<file path="src/rtl/ctr_pkg.sv">
package ctr_pkg;
  // Operation chosen for the next rising edge, highest priority last.
  typedef enum logic [1:0] {
    OP_HOLD  = 2'd0,
    OP_COUNT = 2'd1,
    OP_LOAD  = 2'd2,
    OP_CLEAR = 2'd3
  } ctr_op_e;
endpackage

</file>
<file path="src/rtl/ctr_ctrl.sv">
// Resolves the control inputs into one operation for the next edge.
module ctr_ctrl
  import ctr_pkg::*;
(
  input  logic    clear_n,
  input  logic    load_n,
  input  logic    en_p,
  input  logic    en_t,
  output ctr_op_e op
);
  always_comb begin
    if (!clear_n)          op = OP_CLEAR;
    else if (!load_n)      op = OP_LOAD;
    else if (en_p && en_t) op = OP_COUNT;
    else                   op = OP_HOLD;
  end
endmodule

</file>
<file path="src/rtl/ctr_step.sv">
// Successor value and terminal-count decode for one stage.
module ctr_step #(
  parameter int WIDTH  = 4,
  parameter bit DECADE = 1'b0
) (
  input  logic [WIDTH-1:0] cur,
  output logic [WIDTH-1:0] succ,
  output logic             at_term
);
  localparam logic [WIDTH-1:0] TERM = DECADE ? WIDTH'(9) : {WIDTH{1'b1}};

  // Any code at or beyond the terminal count returns to zero.
  always_comb begin
    if (cur >= TERM) succ = '0;
    else             succ = cur + 1'b1;
    at_term = (cur == TERM);
  end
endmodule

</file>
<file path="src/rtl/presettable_counter.sv">
module presettable_counter
  import ctr_pkg::*;
#(
  parameter int WIDTH     = 4,
  parameter bit DECADE    = 1'b0,
  parameter bit ASYNC_CLR = 1'b0
) (
  input  logic             clk,
  input  logic             clear_n,
  input  logic             load_n,
  input  logic [WIDTH-1:0] preset,
  input  logic             en_p,
  input  logic             en_t,
  output logic [WIDTH-1:0] count,
  output logic             carry
);
  ctr_op_e          op;
  logic [WIDTH-1:0] cnt_q;
  logic [WIDTH-1:0] cnt_d;
  logic [WIDTH-1:0] succ;
  logic             at_term;

  ctr_ctrl u_ctrl (
    .clear_n (clear_n),
    .load_n  (load_n),
    .en_p    (en_p),
    .en_t    (en_t),
    .op      (op)
  );

  ctr_step #(.WIDTH(WIDTH), .DECADE(DECADE)) u_step (
    .cur     (cnt_q),
    .succ    (succ),
    .at_term (at_term)
  );

  always_comb begin
    unique case (op)
      OP_CLEAR: cnt_d = '0;
      OP_LOAD:  cnt_d = preset;
      OP_COUNT: cnt_d = succ;
      default:  cnt_d = cnt_q;
    endcase
  end

  generate
    if (ASYNC_CLR) begin : g_async_clr
      always_ff @(posedge clk or negedge clear_n) begin
        if (!clear_n) cnt_q <= '0;
        else          cnt_q <= cnt_d;
      end
    end else begin : g_sync_clr
      always_ff @(posedge clk) begin
        cnt_q <= cnt_d;
      end
    end
  endgenerate

  // Look-ahead carry: gated by the chained enable only.
  assign carry = en_t & at_term;
  assign count = cnt_q;
endmodule

</file>
<file path="config.mk">
export PLATFORM = sky130hd
export DESIGN_NAME = presettable_counter
export DESIGN_NICKNAME = d
export VERILOG_FILES = /design/src/rtl/ctr_pkg.sv /design/src/rtl/ctr_ctrl.sv /design/src/rtl/ctr_step.sv /design/src/rtl/presettable_counter.sv
export SDC_FILE = /design/constraint.sdc
export NUM_CORES = 1
export LEC_CHECK = 0
export BUFFER_PORTS_ARGS = -buffer_cell sky130_fd_sc_hd__buf_2
export CORE_AREA = 2 2 39 41
export DETAILED_ROUTE_END_ITERATION = 6
export DIE_AREA = 0 0 41 43
export SLEW_MARGIN = 20
export SYNTH_ARGS = -nofsm -noshare
export SYNTH_HDL_FRONTEND = slang
export SYNTH_SLANG_ARGS = --single-unit
</file>
<file path="constraint.sdc">
create_clock -name clk -period 1.9 [get_ports clk]
set_clock_uncertainty 0.15 [all_clocks]
set_input_delay 0.38 -clock clk [delete_from_list [all_inputs] [get_ports clk]]
set_output_delay 0.38 -clock clk [all_outputs]
set_load 0.1 [all_outputs]
</file>
* After elaboration in Yosys (flattened, before gate mapping)
Index checks and enable logic that the tools add are counted.
** Operators by class
- Add/subtract/negate cells :: 1
- $lt $le $gt $ge :: 1
- Eq/ne operators :: 4
- Muxes and demuxes :: 5
- Bitwise logic cells :: 1
- Reduce and logical (&&, ||, !) cells :: 2
** Operators with widths (number)
- $pmux 4 s3 :: 1
- $add 4x1->4 const B :: 1
- $eq 2x2->1 const B :: 2
- $eq 4x4->1 const B :: 1
- $ge 4x4->1 const B :: 1
- $mux 2 :: 2
- $mux 4 :: 1
- $reduce_bool 3->1 :: 1
- $eq 2x1->1 const B :: 1
- $and 1x1->1 :: 1
- $logic_and 1x1->1 :: 1
- $mux 1 :: 1
** Word-level totals
- Register bits after elaboration :: 4
- Input bits :: 9
- Output and inout port bits :: 5

* Depth between registers and ports, before layout
Gate-level depths: netlist (run 1).
- Word-level depth :: 6
- Mapped depth :: 4
- Mapped depth without buffers :: 4

* Modules after synthesis
A second synthesis (run 1) with hierarchy kept.
** Second synthesis, totals
- Cell total of the unflattened synthesis :: 29
- Area total of the unflattened synthesis :: 295.3 sq um
** Modules (own cells, without submodules)
- presettable_counter :: instances 1, cells an instance 19, area an instance 230.2 sq um, seq. area each 120.1 sq um
- ctr_step :: instances 1, cells an instance 7, area an instance 52.6 sq um, seq. area each 0.0 sq um
- ctr_ctrl :: instances 1, cells an instance 3, area an instance 12.5 sq um, seq. area each 0.0 sq um

* Least setup slack after synthesis (run 1)
No wires, ideal clock.
- Kind :: reg2out
- Start point :: reg cnt_q[0] (netlist: count[0])
- End point :: out carry
- Arrival :: 2.661 ns
- Path slack :: -1.291 ns
- Stages on the path, launching flop included :: 4
- Path buffers :: 0
- Path through :: edfxtp_1 -> ha_1 -> nand3_1 -> nor2_1
** On the way
- Word-level cells in the longest chain between the ends :: 2
** RTL lines
- from (decl) :: line presettable_counter.sv:18 : logic [WIDTH-1:0] cnt_q;
- from (signal assigned) :: line presettable_counter.sv:54 : cnt_q <= cnt_d;
- $eq 4x4->1 :: line ctr_step.sv:16 : at_term = (cur == TERM);
- $and 1x1->1 :: line presettable_counter.sv:60 : assign carry = en_t & at_term;
- to (decl) :: line presettable_counter.sv:15 : output logic carry
Every way passes these cells.

* Worst setup path after layout (run 1)
Same ends and word-level chain as after synthesis.

==> metrics.md, run 1 <==
| Metric | Value |
|---|---|
| WL final | `~510 um` |
| Final hold violation count | `0` |
| Kind of capture point of the worst setup path | `output port` |
| Initial antenna violation count | `0` |
| Gpl congestion | `0.786` |
| Proportion of synthesized chip area in sequential cells | `0.522` |
| Register bit count reported by yosys | `4` |
| Routed wire per std cell | `between 9 and 10 um` |
| Die width | `around 41 um` |
| Via count of the first global-routing pass | `between 200 and 250` |
| Final setup violating endpoints | `0` |
| Net switching power | `0.112 mW` |
| Synth Warn # | `0` |
| Most used cells in the layout excluding fill and tap cells | `sky130_fd_sc_hd__buf_2, sky130_fd_sc_hd__nand2_1, sky130_fd_sc_hd__edfxtp_1` |
| Post-route clock period utilization | `0.923` |
| Clock network fraction of design power | `0.340` |
| Starting DRT DRC Count | `5` |
| CTS root buf | `sky130_fd_sc_hd__clkbuf_4` |
| Maximum vdd drop | `0.228 mV` |
| Number of nets with antenna violations after routing | `0` |
| Setup slack at placement | `between 0.3 and 0.4 ns` |
| Leakage power total | `0.166 nW` |
| Post-Place Cell Area | `~360 um^2` |
| Number of buffers inserted by hold repair at cts | `0` |
| CTS tree | `done` |
| Post-route design area | `around 380 um^2` |
| Chip Height | `approximately 43 um` |
| Number of top-level pins | `14` |
| Count of buffers from port buffering | `13` |
| Max-capacitance violation count | `0` |
| All-layer global routing usage | `0.0758` |
| Worst-margin pin slew | `0.485 ns` |
| Hold Crit Class | `input port to register` |
| Relative slew slack | `0.679` |
| Reg-to-reg critical path startpoint | `count[0]$_DFFE_PP_` |
| Overall die area | `between 1500 and 2000 um^2` |
| Layout fillers | `around 150` |
| Fraction of power spent switching nets | `0.362` |
| Smallest hold slack | `a little under 0.3 ns` |
| Worst setup path startpoint | `count[0]$_DFFE_PP_` |
| Maximum clock path buffer count | `2` |
| Total vias in the final route | `224` |
| Most common cell after layout, fill and taps aside | `sky130_fd_sc_hd__buf_2` |
| Maximum number of pins on one net before global-route repair | `5` |
| Relative contribution of sequential cells to total power | `0.376` |
| Crit path arrival time | `about 1.2 ns` |
| Synthesized instance count | `22` |
| Std cell rows | `14` |
| Power per unit of standard cell area | `between 800 and 900 nW/um^2` |
| Maximum level of the CTS H-tree | `1` |
| First-pass GRT wire length | `around 800 um` |
| Clock latency reported for the late side of the worst-skew pair | `approximately 0.23 ns` |
| Internal power | `roughly 0.20 mW` |
| Final net count | `50` |
| Crit path to | `carry` |
| Antenna diodes | `0` |
| Post-synthesis net count | `32` |
| Cell depth of the worst min-delay path | `3` |
| Depth of the most critical reg-to-reg path | `3` |
| Flip-flop and latch area | `120 um^2` |
| Unrepaired setup endpoints after global routing | `no` |
| Fin. max-slew vios | `0` |
| Shortest period the worst path allows | `1.75 ns` |
| Post-CTS resize count | `0` |
| Post-route worst setup slack | `approximately 0.15 ns` |
| Startpoint of the tightest hold check path | `preset[0]` |
| Area growth from synthesis to final layout | `64.1%` |
| Grt total ovfl | `0` |
| Avg Vias per Cell | `4.15` |
| Share of cells above drive strength 1 | `0.500` |
| Cell area after synthesis | `230 um^2` |
| Worst reg2reg path endpoint | `count[2]$_DFFE_PP_` |
| CP max FO | `4` |
| Met2 Use GR | `0.0813` |
| CP required | `about 1.4 ns` |
| Clock buffers created by TritonCTS | `3` |
| Part of the power in combinational logic | `0.283` |
| Mean cell area of the mapped netlist | `roughly 10 um^2` |
| Number of detailed-route iterations in the first pass | `3` |
| Max FFs per register | `4` |
| Outcome | `completed` |
| Buffers inserted by post-CTS timing repair | `0` |
| Clk slew on worst S/H paths | `0.04 ns` |
| Starting density of the core | `0.166` |
| Number of design rule violations left after detail routing | `0` |
| Footprint of the multi-input gates | `about 130 um^2` |
| Core ar. | `~1400 um^2` |
| Met3 global-route usage | `0.0314` |
| Type of origin of the critical path | `register` |
| Number of unique standard cell types used by synthesis | `11` |
| Worst setup path class | `register to output port` |
| Grt peak-use layer | `met1` |
| Slack of the worst reg-to-reg path | `0.48 ns` |
| Global-route met1 utilization | `0.102` |
| Fmax | `between 0.5 and 0.6 GHz` |
| CTS Sinks | `4` |
## how the worst min path moves through the flow
stage | end | slack (ns)
after global placement | count[3]$_DFFE_PP_ | 0.53
after floorplan | count[0]$_DFFE_PP_ | 0.42
after global routing | count[2]$_DFFE_PP_ | 0.31
after CTS | count[0]$_DFFE_PP_ | 0.29
after detailed placement | count[0]$_DFFE_PP_ | 0.53
final | count[0]$_DFFE_PP_ | 0.29
## layer usage
metal	vias to the layer above	wire length, um
met4	0	32
met1	88	233
met5	-	0
met3	5	86
met2	16	156
li1	115	-
## kinds of logic (layout without fill, tap and decap cells)
logic type,count (synthesis),count (layout),synth area share
AOI/OAI and AO/OA,4,4,0.120
xor gates and xnor gates,2,2,0.0761
adders and majority gates,1,1,0.0543
buffers and inverters,1,17,0.0163
DFF,4,4,0.522
and+or+nand+nor,10,10,0.212
## per-stage QoR
stage | utilization | TNS (ns) | cells | power [mW]
floorplan | - | -0.595 | 22 | 0.185
global placement | 0.257 | 0 | 51 | 0.205
detailed placement | 0.257 | 0 | 51 | 0.205
CTS | 0.273 | 0 | 54 | 0.312
global route | 0.273 | 0 | 54 | 0.320
finish | 0.273 | 0 | 54 | 0.309
## cells in the mapped netlist
library cell | number | share of area
sky130_fd_sc_hd__a22o_1 | 2 | 0.076
sky130_fd_sc_hd__and4_1 | 1 | 0.038
sky130_fd_sc_hd__edfxtp_1 | 4 | 0.52
sky130_fd_sc_hd__ha_1 | 1 | 0.054
sky130_fd_sc_hd__inv_1 | 1 | 0.016
sky130_fd_sc_hd__nand2_1 | 4 | 0.065
sky130_fd_sc_hd__nand3_1 | 3 | 0.065
sky130_fd_sc_hd__nor2_1 | 1 | 0.016
sky130_fd_sc_hd__nor2b_1 | 1 | 0.027
sky130_fd_sc_hd__o21ai_1 | 2 | 0.043
sky130_fd_sc_hd__xor2_1 | 2 | 0.076
## power by group through the flow
| stage | combinational, mW | sequential, mW | clock [mW] |
|---|---|---|---|
| after floorplan | 0.0163 | 0.168 | 0 |
| after global placement | 0.0873 | 0.118 | 0 |
| after detailed placement | 0.0879 | 0.117 | 0 |
| after CTS | 0.0880 | 0.116 | 0.108 |
| after global routing | 0.0926 | 0.117 | 0.111 |
| final | 0.0875 | 0.116 | 0.105 |
## critical path: stages, from the launching register on
cell and delay (ns):
sky130_fd_sc_hd__edfxtp_1 0.44, sky130_fd_sc_hd__ha_4 0.17, sky130_fd_sc_hd__nand3_2 0.08, sky130_fd_sc_hd__nor2_4 0.12
sky130_fd_sc_hd__buf_12 0.18
## cell type report
class,count,share of cell area
Multi-Input combinational cell,17,0.348
Clock buffer,3,0.0596
Inverter,1,0.00993
Tap cell,16,0.0530
Sequential cell,4,0.318
Timing Repair Buffer,13,0.212
No activity file was read; power rests on OpenSTA's default activity.
==> run 2: changes to the inputs <==
--- a/config.mk
+++ b/config.mk
@@ -12,4 +12,5 @@
 export SLEW_MARGIN = 20
 export SYNTH_ARGS = -nofsm -noshare
 export SYNTH_HDL_FRONTEND = slang
+export SYNTH_HIERARCHICAL = 1
 export SYNTH_SLANG_ARGS = --single-unit
==> metrics.md, run 2 <==
| Metric | Value |
|---|---|
| Half-perimeter wire length of the detailed placement result | `approximately 490 um` |
| WL final | `593 um (+17%)` |
| All-layer global routing usage | `0.0958 (+0.0200)` |
| Hold Crit Class | `input port to register` |
| Final net count | `63 (+26%)` |
| Synth Flop Type | `sky130_fd_sc_hd__edfxtp_1` |
| Overall die area | `1760 um^2 (unchanged)` |
| Outcome | `completed` |
| CP max FO | `4 (unchanged)` |
| Mean cell area of the mapped netlist | `10.2 um^2 (-2.7%)` |
| Number of top-level pins | `14 (unchanged)` |
| Grt total ovfl | `0 (unchanged)` |
| Count of buffers from port buffering | `13 (unchanged)` |
| Number of nets with antenna violations after routing | `0 (unchanged)` |
| Core occupancy in the finished layout | `0.325 (+0.0515)` |
| Maximum level of the CTS H-tree | `1 (unchanged)` |
| Initial antenna violation count | `0 (unchanged)` |
| Metal-1 WL | `250 um (+7.3%)` |
| CTS root buf | `sky130_fd_sc_hd__clkbuf_4` |
| Synthesized instance count | `29 (+32%)` |
| Chip Height | `43 um (unchanged)` |
| Share of the synthesized area in the top cell type | `0.407 (-0.115)` |
| Top post-synthesis cells by area | `sky130_fd_sc_hd__edfxtp_1, sky130_fd_sc_hd__ha_1, sky130_fd_sc_hd__a22oi_1` |
| Antenna diodes | `0 (unchanged)` |
| Startpoint of the tightest hold check path | `preset[1]` |
| Maximum vdd drop | `0.165 mV (-28%)` |
| Std cell rows | `14 (unchanged)` |
| CTS Sinks | `4 (unchanged)` |
| Avg Vias per Cell | `4.31 (+4.0%)` |
| Total design power | `0.325 mW (+5.2%)` |
| Kind of capture point of the worst setup path | `output port` |
| Post-route worst setup slack | `0.0515 ns (-0.0946 ns)` |
| Crit path arrival time | `1.32 ns (+0.10 ns)` |
| Post-route clock period utilization | `0.973 (+0.0498)` |
| Max-capacitance violation count | `0 (unchanged)` |
| Maximum clock path buffer count | `2 (unchanged)` |
| Number of buffers inserted by hold repair at cts | `0 (unchanged)` |
| Layout fillers | `148 (unchanged)` |
| CTS tree | `done` |
| Yosys top cell by area | `sky130_fd_sc_hd__edfxtp_1` |
| Fin. max-slew vios | `0 (unchanged)` |
| Most used cells in the layout excluding fill and tap cells | `sky130_fd_sc_hd__buf_2, sky130_fd_sc_hd__a22oi_1, sky130_fd_sc_hd__nor2b_1, sky130_fd_sc_hd__edfxtp_1` |
| Worst reg2reg path endpoint | `count[3]$_DFFE_PP_` |
| Most common cell after layout, fill and taps aside | `sky130_fd_sc_hd__buf_2` |
| Final setup violating endpoints | `0 (unchanged)` |
| Slack of the worst reg-to-reg path | `0.21 ns (-0.27 ns)` |
| Die width | `41 um (unchanged)` |
| Register bit count reported by yosys | `4 (unchanged)` |
| Number of unique standard cell types used by synthesis | `13 (+2)` |
| Number of flops mapped to enable cells by yosys | `4 (unchanged)` |
| Shortest period the worst path allows | `1.85 ns (+0.0946 ns)` |
| Via count of the first global-routing pass | `296 (+33%)` |
| Smallest hold slack | `0.353 ns (+0.0645 ns)` |
| Depth of the most critical reg-to-reg path | `7 (+4)` |
| Area growth from synthesis to final layout | `52.1%` |
| Clock latency reported for the late side of the worst-skew pair | `0.23 ns (about the same)` |
| Synth Warn # | `6 (+6)` |
| Maximum number of pins on one net before global-route repair | `6 (+1)` |
| Top layer used by detailed routing | `met3` |
| Relative slew slack | `0.679 (about the same)` |
| Clock buffers created by TritonCTS | `3 (unchanged)` |
| Starting density of the core | `0.213 (+0.0470)` |
| Worst setup path startpoint | `count[1]$_DFFE_PP_` |
| Proportion of synthesized chip area in sequential cells | `0.407 (-0.115)` |
| Cell area after synthesis | `295 um^2 (+28%)` |
| Share of cells above drive strength 1 | `0.458 (-0.0417)` |
| Starting DRT DRC Count | `1 (-4)` |
| Final Non-Filler Cells | `64 (+19%)` |
| Core ar. | `1380 um^2 (unchanged)` |
| Number of detailed-route iterations in the first pass | `2 (-1)` |
| First-pass GRT wire length | `1100 um (+37%)` |
| Crit path to | `carry` |
| Asr flop ratio synth | `0 (unchanged)` |
| Worst-margin pin slew | `0.485 ns (-0.000689 ns)` |
| Worst setup path class | `register to output port` |
| Final hold violation count | `0 (unchanged)` |
| Post-synthesis net count | `42 (+31%)` |
| Max FFs per register | `4 (unchanged)` |
| Routed wire per std cell | `9.27 um (-1.5%)` |
| Total vias in the final route | `276 (+23%)` |
| Type of origin of the critical path | `register` |
| Met3 Routed Length | `19 um (-78%)` |
| Fmax | `0.541 GHz (-5.1%)` |
| Number of placed cells counting well taps | `59 (+16%)` |
| Reg-to-reg critical path startpoint | `count[1]$_DFFE_PP_` |
| Clk slew on worst S/H paths | `0.04 ns (about the same)` |
| Most common library cells after synthesis | `sky130_fd_sc_hd__a22oi_1, sky130_fd_sc_hd__edfxtp_1, sky130_fd_sc_hd__ha_1, sky130_fd_sc_hd__nor2b_1, sky130_fd_sc_hd__inv_1` |
| Unrepaired setup endpoints after global routing | `no` |
| Met2 Routed Length | `323 um (+110%)` |
| Power per unit of standard cell area | `722 nW/um^2 (-12%)` |
| Setup slack at placement | `0.200 ns (-0.195 ns)` |
| Gpl congestion | `0.709 (-9.9%)` |
| Number of design rule violations left after detail routing | `0 (unchanged)` |
| Leakage power total | `0.234 nW (+40%)` |
| CP required | `1.37 ns (about the same)` |
[run 2: cell type report]
| type | count | area, um^2 | area share |
|---|---|---|---|
| Clock buffer | 3 | 22.5 | 0.0501 |
| Multi-Input combinational cell | 22 | 173 | 0.384 |
| Timing Repair Buffer | 16 | 103 | 0.228 |
| Sequential cell | 4 | 120 | 0.267 |
| Tap cell | 16 | 20.0 | 0.0446 |
| Inverter | 3 | 11.3 | 0.0251 |
[run 2: report_power, final]
part	leakage [nW]	switching (mW)	internal, mW
Combinational	0.173	0.0786	0.0306
Sequential	0.0463	0.00757	0.107
Clock	0.0138	0.0307	0.0704
[run 2: metrics by stage]
stage	TNS [ns]	cell area, um^2
after global placement	0	405
after CTS	0	442
after detailed placement	0	405
after floorplan	-1.11	298
after global routing	0	449
final	0	449
[run 2: worst min path at each step]
stage	to	depth (start not counted)
floorplan	count[0]$_DFFE_PP_	2
global placement	count[1]$_DFFE_PP_	3
detailed placement	count[1]$_DFFE_PP_	3
CTS	count[1]$_DFFE_PP_	3
finish	count[1]$_DFFE_PP_	3
global route	count[1]$_DFFE_PP_	3
[run 2: kinds of logic (layout without fill, tap and decap cells)]
kind of cell    after synthesis  count (layout)  synth area share
xor+xnor                      1               1            0.0297
buf+inv                       3              22            0.0381
simple gates                 10              10             0.186
flops                         4               4             0.407
fa+ha+maj                     4               4             0.169
compound gates                7               7             0.169
[run 2: critical path: stages, from the launching register on]
cell                       delay [ns]
sky130_fd_sc_hd__edfxtp_1        0.42
sky130_fd_sc_hd__ha_2            0.20
sky130_fd_sc_hd__and3_4          0.17
sky130_fd_sc_hd__and2_4          0.14
sky130_fd_sc_hd__buf_12          0.16
[run 2: what timing repair did]
action / CTS / global route
endpoints found under the hold margin: 0 / 0
resized for setup: 2 / 0
buffers inserted: 1 / 1
endpoints found under the setup margin: 1 / 1
pin swaps: 1 / 1
[run 2: metal layers]
| layer | GRT usage | vias to the layer above |
|---|---|---|
| met5 | 0 | - |
| met4 | 0.0800 | 0 |
| met3 | 0.0314 | 0 |
| met2 | 0.138 | 5 |
| met1 | 0.107 | 127 |
| li1 | - | 144 |
